`config.mk`:
```
export PLATFORM = sky130hd
export DESIGN_NAME = eaddr_unit
export DESIGN_NICKNAME = d
export VERILOG_FILES = /design/src/rtl/eaddr_pkg.sv /design/src/rtl/eaddr_calc.sv /design/src/rtl/eaddr_fetch.sv /design/src/rtl/eaddr_unit.sv
export SDC_FILE = /design/constraint.sdc
export NUM_CORES = 1
export LEC_CHECK = 0
export BUFFER_PORTS_ARGS = -buffer_cell sky130_fd_sc_hd__clkbuf_2
export CAP_MARGIN = 0
export CORE_MARGIN = 8
export CORE_UTILIZATION = 50
export CTS_CLUSTER_DIAMETER = 120
export DETAILED_ROUTE_END_ITERATION = 10
export PLACE_DENSITY_LB_ADDON = 0.2
export SYNTH_ARGS = -nofsm -noshare
export SYNTH_HDL_FRONTEND = slang
export SYNTH_SLANG_ARGS = --single-unit
```
`constraint.sdc`:
```
create_clock -name clk -period 4.6 [get_ports clk]
set_input_delay 1.15 -clock clk [delete_from_list [all_inputs] [get_ports clk]]
set_output_delay 1.15 -clock clk [all_outputs]
set_load 0.03 [all_outputs]
```
`src/rtl/eaddr_pkg.sv`:
```
package eaddr_pkg;

  typedef enum logic [4:0] {
    M_DIR    = 5'd0,
    M_DIRX   = 5'd1,
    M_DIRY   = 5'd2,
    M_ABS    = 5'd3,
    M_ABSX   = 5'd4,
    M_ABSY   = 5'd5,
    M_LONG   = 5'd6,
    M_LONGX  = 5'd7,
    M_REL    = 5'd8,
    M_RELL   = 5'd9,
    M_AIND   = 5'd10,
    M_AXIND  = 5'd11,
    M_AINDL  = 5'd12,
    M_DIND   = 5'd13,
    M_DXIND  = 5'd14,
    M_DINDL  = 5'd15,
    M_DINDY  = 5'd16,
    M_DINDLY = 5'd17,
    M_STK    = 5'd18,
    M_STKY   = 5'd19
  } ea_mode_e;

endpackage

```
`src/rtl/eaddr_calc.sv`:
```
module eaddr_calc
  import eaddr_pkg::*;
#(
  parameter int WORD_W = 16,
  parameter int BANK_W = 8,
  localparam int ADDR_W = WORD_W + BANK_W
) (
  input  logic [4:0]        mode,
  input  logic [ADDR_W-1:0] opnd,
  input  logic [WORD_W-1:0] pc,
  input  logic [WORD_W-1:0] dp,
  input  logic [WORD_W-1:0] sp,
  input  logic [WORD_W-1:0] xr,
  input  logic [WORD_W-1:0] yr,
  input  logic [BANK_W-1:0] dbank,
  input  logic [BANK_W-1:0] pbank,
  output logic [ADDR_W-1:0] lin_ea,
  output logic [ADDR_W-1:0] ptr_base,
  output logic              ind,
  output logic              ptr3,
  output logic [1:0]        inc,
  output logic [1:0]        xc,
  output logic              bad
);
  localparam int BYTE_W = 8;

  logic [WORD_W-1:0] op8, op16, dsum, dxs, dys, ssum, axs, rel8, rel16;
  logic [ADDR_W-1:0] absv;

  always_comb begin
    op8   = WORD_W'(opnd[BYTE_W-1:0]);
    op16  = opnd[WORD_W-1:0];
    dsum  = op8 + dp;
    dxs   = dsum + xr;
    dys   = dsum + yr;
    ssum  = op8 + sp;
    axs   = op16 + xr;
    rel8  = pc + WORD_W'(1) + {{(WORD_W-BYTE_W){opnd[BYTE_W-1]}}, opnd[BYTE_W-1:0]};
    rel16 = pc + WORD_W'(2) + op16;
    absv  = {dbank, op16};
  end

  always_comb begin
    lin_ea   = '0;
    ptr_base = '0;
    ind      = 1'b0;
    ptr3     = 1'b0;
    inc      = 2'd1;
    xc       = 2'd0;
    bad      = 1'b0;
    case (mode)
      M_DIR:    lin_ea = ADDR_W'(dsum);
      M_DIRX:   begin lin_ea = ADDR_W'(dxs); xc = 2'd1; end
      M_DIRY:   begin lin_ea = ADDR_W'(dys); xc = 2'd1; end
      M_ABS:    begin lin_ea = absv; inc = 2'd2; end
      M_ABSX:   begin lin_ea = absv + ADDR_W'(xr); inc = 2'd2; end
      M_ABSY:   begin lin_ea = absv + ADDR_W'(yr); inc = 2'd2; end
      M_LONG:   begin lin_ea = opnd; inc = 2'd3; end
      M_LONGX:  begin lin_ea = opnd + ADDR_W'(xr); inc = 2'd3; end
      M_REL:    lin_ea = ADDR_W'(rel8);
      M_RELL:   begin lin_ea = ADDR_W'(rel16); inc = 2'd2; end
      M_STK:    begin lin_ea = ADDR_W'(ssum); xc = 2'd1; end
      M_AIND:   begin ind = 1'b1; ptr_base = ADDR_W'(op16); inc = 2'd2; end
      M_AXIND:  begin ind = 1'b1; ptr_base = {pbank, axs}; inc = 2'd2; end
      M_AINDL:  begin ind = 1'b1; ptr3 = 1'b1; ptr_base = ADDR_W'(op16); inc = 2'd2; end
      M_DIND:   begin ind = 1'b1; ptr_base = ADDR_W'(dsum); end
      M_DXIND:  begin ind = 1'b1; ptr_base = ADDR_W'(dxs); xc = 2'd1; end
      M_DINDL:  begin ind = 1'b1; ptr3 = 1'b1; ptr_base = ADDR_W'(dsum); end
      M_DINDY:  begin ind = 1'b1; ptr_base = ADDR_W'(dsum); end
      M_DINDLY: begin ind = 1'b1; ptr3 = 1'b1; ptr_base = ADDR_W'(dsum); end
      M_STKY:   begin ind = 1'b1; ptr_base = ADDR_W'(ssum); xc = 2'd2; end
      default:  begin bad = 1'b1; inc = 2'd0; end
    endcase
  end

endmodule

```
`src/rtl/eaddr_fetch.sv`:
```
module eaddr_fetch #(
  parameter int ADDR_W = 24
) (
  input  logic              clk,
  input  logic              rst_n,
  input  logic              go,
  input  logic [ADDR_W-1:0] base,
  input  logic              three,
  input  logic [7:0]        mem_rdata,
  input  logic              mem_valid,
  output logic              mem_req,
  output logic [ADDR_W-1:0] mem_addr,
  output logic              busy,
  output logic              fin,
  output logic [23:0]       ptr
);
  logic              act_q, act_d;
  logic [1:0]        beat_q, beat_d;
  logic              len3_q, len3_d;
  logic [ADDR_W-1:0] base_q, base_d;
  logic [7:0]        b0_q, b0_d, b1_q, b1_d;
  logic              take, last;

  assign take     = act_q & mem_valid;
  assign last     = len3_q ? (beat_q == 2'd2) : (beat_q == 2'd1);
  assign fin      = take & last;
  assign mem_req  = act_q;
  assign busy     = act_q;
  assign mem_addr = base_q + ADDR_W'(beat_q);
  assign ptr      = len3_q ? {mem_rdata, b1_q, b0_q} : {8'h00, mem_rdata, b0_q};

  always_comb begin
    act_d  = act_q;
    beat_d = beat_q;
    len3_d = len3_q;
    base_d = base_q;
    b0_d   = b0_q;
    b1_d   = b1_q;
    if (go) begin
      act_d  = 1'b1;
      beat_d = 2'd0;
      len3_d = three;
      base_d = base;
    end else if (take) begin
      if (beat_q == 2'd0) b0_d = mem_rdata;
      if (beat_q == 2'd1) b1_d = mem_rdata;
      beat_d = beat_q + 2'd1;
      if (last) act_d = 1'b0;
    end
  end

  always_ff @(posedge clk or negedge rst_n) begin
    if (!rst_n) begin
      act_q  <= 1'b0;
      beat_q <= 2'd0;
      len3_q <= 1'b0;
      base_q <= '0;
      b0_q   <= '0;
      b1_q   <= '0;
    end else if (go || take) begin
      act_q  <= act_d;
      beat_q <= beat_d;
      len3_q <= len3_d;
      base_q <= base_d;
      b0_q   <= b0_d;
      b1_q   <= b1_d;
    end
  end

endmodule

```
`src/rtl/eaddr_unit.sv`:
```
module eaddr_unit
  import eaddr_pkg::*;
#(
  parameter int WORD_W = 16,
  parameter int BANK_W = 8,
  localparam int ADDR_W = WORD_W + BANK_W
) (
  input  logic              clk,
  input  logic              rst_n,
  input  logic              start,
  input  logic [4:0]        mode,
  input  logic [ADDR_W-1:0] opnd,
  input  logic [WORD_W-1:0] pc,
  input  logic [WORD_W-1:0] dp,
  input  logic [WORD_W-1:0] sp,
  input  logic [WORD_W-1:0] xr,
  input  logic [WORD_W-1:0] yr,
  input  logic [BANK_W-1:0] dbank,
  input  logic [BANK_W-1:0] pbank,
  output logic              mem_req,
  output logic [ADDR_W-1:0] mem_addr,
  input  logic [7:0]        mem_rdata,
  input  logic              mem_valid,
  output logic [ADDR_W-1:0] ea,
  output logic [1:0]        pc_inc,
  output logic [1:0]        xcyc,
  output logic              err,
  output logic              done
);
  logic [ADDR_W-1:0] lin_ea, ptr_base, fin_ea;
  logic              ind, ptr3, bad, busy, fin, accept;
  logic [1:0]        inc, xc;
  logic [23:0]       ptr;

  logic [4:0]        md_q;
  logic [BANK_W-1:0] db_q, pb_q;
  logic [WORD_W-1:0] y_q;
  logic [ADDR_W-1:0] ea_q, ea_d;
  logic              done_q, done_d, err_q;
  logic [1:0]        inc_q, xc_q;

  eaddr_calc #(.WORD_W(WORD_W), .BANK_W(BANK_W)) u_calc (
    .mode(mode), .opnd(opnd), .pc(pc), .dp(dp), .sp(sp), .xr(xr), .yr(yr),
    .dbank(dbank), .pbank(pbank), .lin_ea(lin_ea), .ptr_base(ptr_base),
    .ind(ind), .ptr3(ptr3), .inc(inc), .xc(xc), .bad(bad)
  );

  assign accept = start & ~busy;

  eaddr_fetch #(.ADDR_W(ADDR_W)) u_fetch (
    .clk(clk), .rst_n(rst_n), .go(accept & ind), .base(ptr_base), .three(ptr3),
    .mem_rdata(mem_rdata), .mem_valid(mem_valid), .mem_req(mem_req),
    .mem_addr(mem_addr), .busy(busy), .fin(fin), .ptr(ptr)
  );

  // combine the fetched pointer with the bank or index sampled at start
  always_comb begin
    case (md_q)
      M_AIND, M_AXIND: fin_ea = {pb_q, ptr[WORD_W-1:0]};
      M_DIND, M_DXIND: fin_ea = {db_q, ptr[WORD_W-1:0]};
      M_DINDY, M_STKY: fin_ea = {db_q, ptr[WORD_W-1:0]} + ADDR_W'(y_q);
      M_DINDLY:        fin_ea = ADDR_W'(ptr) + ADDR_W'(y_q);
      default:         fin_ea = ADDR_W'(ptr);
    endcase
  end

  always_comb begin
    done_d = (accept & ~ind) | fin;
    ea_d   = ea_q;
    if (accept & ~ind) ea_d = lin_ea;
    else if (fin)      ea_d = fin_ea;
  end

  always_ff @(posedge clk or negedge rst_n) begin
    if (!rst_n) begin
      done_q <= 1'b0;
      ea_q   <= '0;
    end else begin
      done_q <= done_d;
      ea_q   <= ea_d;
    end
  end

  always_ff @(posedge clk or negedge rst_n) begin
    if (!rst_n) begin
      md_q  <= '0;
      db_q  <= '0;
      pb_q  <= '0;
      y_q   <= '0;
      err_q <= 1'b0;
      inc_q <= '0;
      xc_q  <= '0;
    end else if (accept) begin
      md_q  <= mode;
      db_q  <= dbank;
      pb_q  <= pbank;
      y_q   <= yr;
      err_q <= bad;
      inc_q <= inc;
      xc_q  <= xc;
    end
  end

  assign ea     = ea_q;
  assign done   = done_q;
  assign err    = err_q;
  assign pc_inc = inc_q;
  assign xcyc   = xc_q;

endmodule

```
## Word level (Yosys, flattened, before mapping)

Cells that the tools add are included.

- $add $sub $neg: 16
- Equal/unequal tests: 28
- Multiplexer cells: 17
- Bitwise gates (word level): 9
- Reduce and logical (&&, ||, !) cells: 23

Operator list:

| kind | count |
|---|---|
| $pmux 24 s11 | 1 |
| $add 24x16->24 | 5 |
| $pmux 24 s5 | 1 |
| $pmux 24 s4 | 1 |
| $add 16x16->16 | 5 |
| $mux 24 | 3 |
| $eq 5x4->1 const B | 12 |
| $eq 5x5->1 const B | 7 |
| $add 8x16->16 | 2 |
| $add 24x2->24 | 1 |
| $eq 5x3->1 const B | 4 |
| $reduce_or 20->1 | 1 |
| $add 16x1->16 const B | 1 |
| $add 16x2->16 const B | 1 |
| $reduce_or 11->1 | 1 |
| $eq 5x2->1 const B | 2 |
| $reduce_or 2->1 | 5 |
| $reduce_or 9->1 | 1 |
| $reduce_and 4->1 | 2 |
| $reduce_or 4->1 | 2 |
| $mux 1 | 7 |
| $reduce_or 7->1 | 1 |
| $pmux 2 s3 | 1 |
| $reduce_bool 2->1 | 3 |
| 15 further kinds | 23 |

- Register bits after elaboration: 111
- Bits of input ports: 137
- Output and inout bits: 55
- Logic and storage cells: 108

## Depth between registers and ports, before layout

- Depth in word-level cells: 6
- Gate-level depth with buffers: 20
- Depth with buffers taken out: 20

## Cells and area by module

From an unflattened synthesis, not the netlist that was laid out.

- Cell total of the unflattened synthesis: 1645
- Area total of the unflattened synthesis: 13948.4 um2

By module, submodules not included:

| module | instances | cells each | area each (um2) | sequential area each (um2) |
|---|---|---|---|---|
| eaddr_calc | 1 | 1011 | 7243.2 | 0.0 |
| eaddr_unit | 1 | 441 | 4355.4 | 1676.6 |
| eaddr_fetch | 1 | 193 | 2349.8 | 1101.1 |

## Worst setup path after synthesis

Ideal clock, no wire load.

- Path type: input-to-reg
- From: in opnd[0]
- To: reg ea_q[14] (netlist: ea[14])
- Library setup time: 0.129 ns
- Data arrival time: 4.422 ns
- Path slack: 0.049 ns
- Stages: 18
- Path buffers: 0
- Cells stage by stage: ha_1 > inv_1 > fa_1 > nor2b_1 > o21ai_0 > a21oi_1 > o21a_1 > nor2_1 > xnor2_1 > ha_1 > a21oi_1 > nand2b_1 > o21ai_0 > a211oi_1 > a31oi_1 > xor2_1 > nor2_1 > o41a_1

- Cells in the longest elaborated chain, start to end: 4
- Elaborated cells between the ends (all ways): 11
- Those cells by class: add/sub: 9; mux: 2

RTL lines:

| item | line | text |
|---|---|---|
| start, declared | eaddr_unit.sv:12 | `input logic [ADDR_W-1:0] opnd,` |
| $add 8x16->16 | eaddr_calc.sv:33 | `dsum = op8 + dp;` |
| $add 16x16->16 (on tied branches) | eaddr_calc.sv:35, eaddr_calc.sv:34 |  |
| $pmux 24 s11 * | eaddr_calc.sv:51 | `case (mode)` |
| $mux 24 * | eaddr_unit.sv:70 | `if (accept & ~ind) ea_d = lin_ea;` |
| end signal, assigned | eaddr_unit.sv:77 | `ea_q <= '0;` |
| end signal, assigned | eaddr_unit.sv:80 | `ea_q <= ea_d;` |
| end, declared | eaddr_unit.sv:38 | `logic [ADDR_W-1:0] ea_q, ea_d;` |

Mark *: on every way between the ends. The rest lies on a longest branch, timed or not.
A chain may end at the register's enable or synchronous reset.

## Worst setup path in the final report

Ends and elaborated chain as after synthesis.

==> flow_summary.yaml <==
synthesis:
  syn_inst: 1726
  yosysTopAreaCell: "dfrtp_1"
  postSynthAreaPerCell_um2: 7.890
  ys.warnings.count: 0
  synth_seq_cells: 111
  netlist_area_um2: 13620
  synth_top_cell_area_share: 0.2040
  async_reset_ff_frac: 1.000
  ys_types: 79
  synth_nets: 2017
  netlist_top_cells_area: "dfrtp_1 (20%), ha_1 (13%), nand2_1 (6.6%), xnor2_1 (5.9%), a21oi_1 (4.8%)"
  synth.most_common_cell: "nand2_1"
  ys_top_cells_by_count: "nand2_1 (241), ha_1 (139), nor2_1 (133), a21oi_1 (130), dfrtp_1 (111)"
  synth-edff-count: 0
  synth_ff_type: "dfrtp_1"
  seq_area_frac_synth: 0.2040
critical_path:
  endpoint_kind: "flip-flop"
  reg2reg_depth: 10
  cp.arrival_ps: 4660
  r2r_slack_ps: 1180
  critPathLaunchType: "input pin"
  worstSetupEndpoint: "ea[14]"
  timing.rr.start: "u_fetch.len3_q"
  crit_start: "opnd[0]"
  cp.required_ps: 4840
  path_max_fanout: 3
  r2r_end: "ea[20]"
  critPathKind: "in2reg"
floorplanning:
  die_x_um: 181.0
  die_area_um2: 32770
  initial_core_util: 0.5067
  fp-row-count: 60
  core_area_um2: 26880
  ios: 192
  die_h_um: 181.0
clock_tree:
  ctsLongestPathBuffers: 2
  cts_max_level: 3
  cts_tree: "done"
  cts.sinks: 111
  clkTransAtPathRegs_ps: 80
  cts_inserted_buffers: 9
  insertion_delay_ps: 360
  cts-root-buf: "clkbuf_16"
power:
  combPwrFrac: 0.623
  power_frac_seq: 0.266
  clkPwrFrac: 0.112
  netSwitchingFraction: 0.4981
  power_leakage_nw: 7.526
  power_density_nw_per_um2: 429.4
  max-vdd-ir-drop_v: 0.0002114
  switchingPower_mw: 3.474
  power.internal_mw: 3.501
  finalPower_mw: 6.975
sta:
  skew_ps: 12.50
  min_period_ps: 4425
  worst_pin_slew_ps: 986.8
  slew_headroom: 0.3371
  maxSlewViolCount: 0
  hold_viol: 0
  max_clock_freq_ghz: 0.2260
  fin_ws_ps: 174.9
  hold_ws_ps: 485.1
  period_share: 0.9620
  setup_viol: 0
final_layout:
  synthToLayoutAreaGrowth_pct: 19.28
  n_antenna_cell: 0
  nFillCells: 2610
  fin_nets: 2298
  fin_area_um2: 16240
  layout-drive-gt1-share: 0.2117
  fin_cells: 2353
min_path:
  min_path_type: "reg2reg"
  hp-start: "pc_inc[1]"
  hold_path_depth: 2
routing:
  drtAntennaViolNets: 0
  postRouteWirelength_um: 55820
  wl_per_cell_um: 23.72
  vias: 15039
  vias_per_cell: 6.391
  drc: 0
  first_pass_iters: 7
  drtIter0Drc: 1643
placed_design:
  place_congestion: 0.9990
  placed_area_um2: 15830
  placed_cells: 2336
  place_ws_ps: -596.9
  port_buffers: 191
  dp_hpwl_um: 46020
status:
  status: "finished clean"
global_route:
  gr-total-overflow: 0
  grt_pass1_vias: 14629
  antenna_found_initial: 0
  grt_pass1_wl_um: 84480
  grt_max_degree: 64
  groute.usage.overall: 0.3284
run:
  cap_violations: 0
-- final cells by class --
class,count,area [µm²],area share
clock buffers,10,229.0,0.01410
clock inverters,6,51.30,0.003158
inverters,53,198.9,0.01225
multi-input cells,1501,10540,0.6488
flip-flops and latches,111,2778,0.1710
well taps,341,426.7,0.02627
repair buffers,331,2022,0.1245
-- layer usage --
layer | track usage | part of all wire | vias up
met5 | 0 | 0 | -
met4 | 0.1863 | 0.061 | 0
met3 | 0.04313 | 0.069 | 167
met2 | 0.5482 | 0.46 | 718
met1 | 0.4041 | 0.41 | 7151
li1 | - | - | 7003
-- state kept, by name (all words and copies together) (netlist names), 2 cells and up --
register and flops:
db_q 8, pc_inc 2, xcyc 2, ea 24, md_q 5, y_q 16, u_fetch.base_q 24, u_fetch.b0_q 8
pb_q 8, u_fetch.beat_q 2, u_fetch.b1_q 8
-- power by group through the flow --
| stage | Clock [mW] | Sequential [mW] | Combinational (mW) |
|---|---|---|---|
| CTS | 0.786 | 1.84 | 4.27 |
| global placement | 0 | 1.84 | 4.17 |
| floorplan | 0 | 1.89 | 2.74 |
| finish | 0.778 | 1.85 | 4.34 |
| global route | 0.822 | 1.89 | 4.74 |
| detailed placement | 0 | 1.85 | 4.25 |
-- through the flow --
step	setup TNS, ps	utilization
4_1_cts	0	0.6003
6_report	0	0.6044
3_5_place_dp	-5634	0.5890
2_1_floorplan	0	-
5_1_grt	-67.05	0.6044
3_3_place_gp	-4335	0.5890
-- kinds of logic after synthesis --
| logic type | after synthesis | synth area share |
|---|---|---|
| AO/OA/AOI/OAI | 547 | 0.2726 |
| XOR/XNOR | 156 | 0.1003 |
| adder cells (fa/ha/maj) | 154 | 0.1498 |
| buffers and inverters | 114 | 0.03271 |
| flip-flops | 111 | 0.2040 |
| multiplexers | 39 | 0.03207 |
| AND/OR/NAND/NOR | 605 | 0.2086 |
-- critical path: stages --
cell,delay (ps)
clkbuf_2,90
ha_1,200
inv_1,80
fa_2,210
nor2b_2,50
o21ai_2,140
a21oi_2,90
o211ai_1,330
nand2_1,150
xnor2_1,150
buf_4,160
ha_1,310
nand3_1,120
a21oi_2,160
o21ai_2,100
a211oi_2,280
a31oi_1,130
xor2_1,290
nor2_1,90
o41a_1,380
-- worst min-delay path by stage --
stage                           end
after global routing          ea[4]
after global placement        ea[4]
after CTS                   y_q[13]
after floorplan             pb_q[0]
after detailed placement    y_q[13]
final                     pc_inc[1]
-- cells in the final DEF, fill, tap and decap left out, types with 35 or more instances in the layout --
cell type / synthesis / layout
xnor2_1: 92 / 91
nand3_1: 56 / 56
nor2_1: 133 / 133
o21ai_0: 91 / 86
buf_4: 2 / 140
ha_1: 139 / 139
clkbuf_2: 0 / 190
nand2_1: 241 / 240
dfrtp_1: 111 / 111
xor2_1: 64 / 63
a21oi_1: 130 / 123
a21o_1: 35 / 35
inv_1: 52 / 52
a31oi_1: 42 / 39
-- repair_timing --
item / in CTS / in global routing
gates resized for setup: 4 / 29
gates cloned: 0 / 0
endpoints found under the hold margin: 0 / 0
pin swaps: 3 / 10
hold buffers: 0 / 0
buffers inserted: 1 / 0
setup endpoints to repair: 7 / 14
No activity file was read; power rests on OpenSTA's default activity.
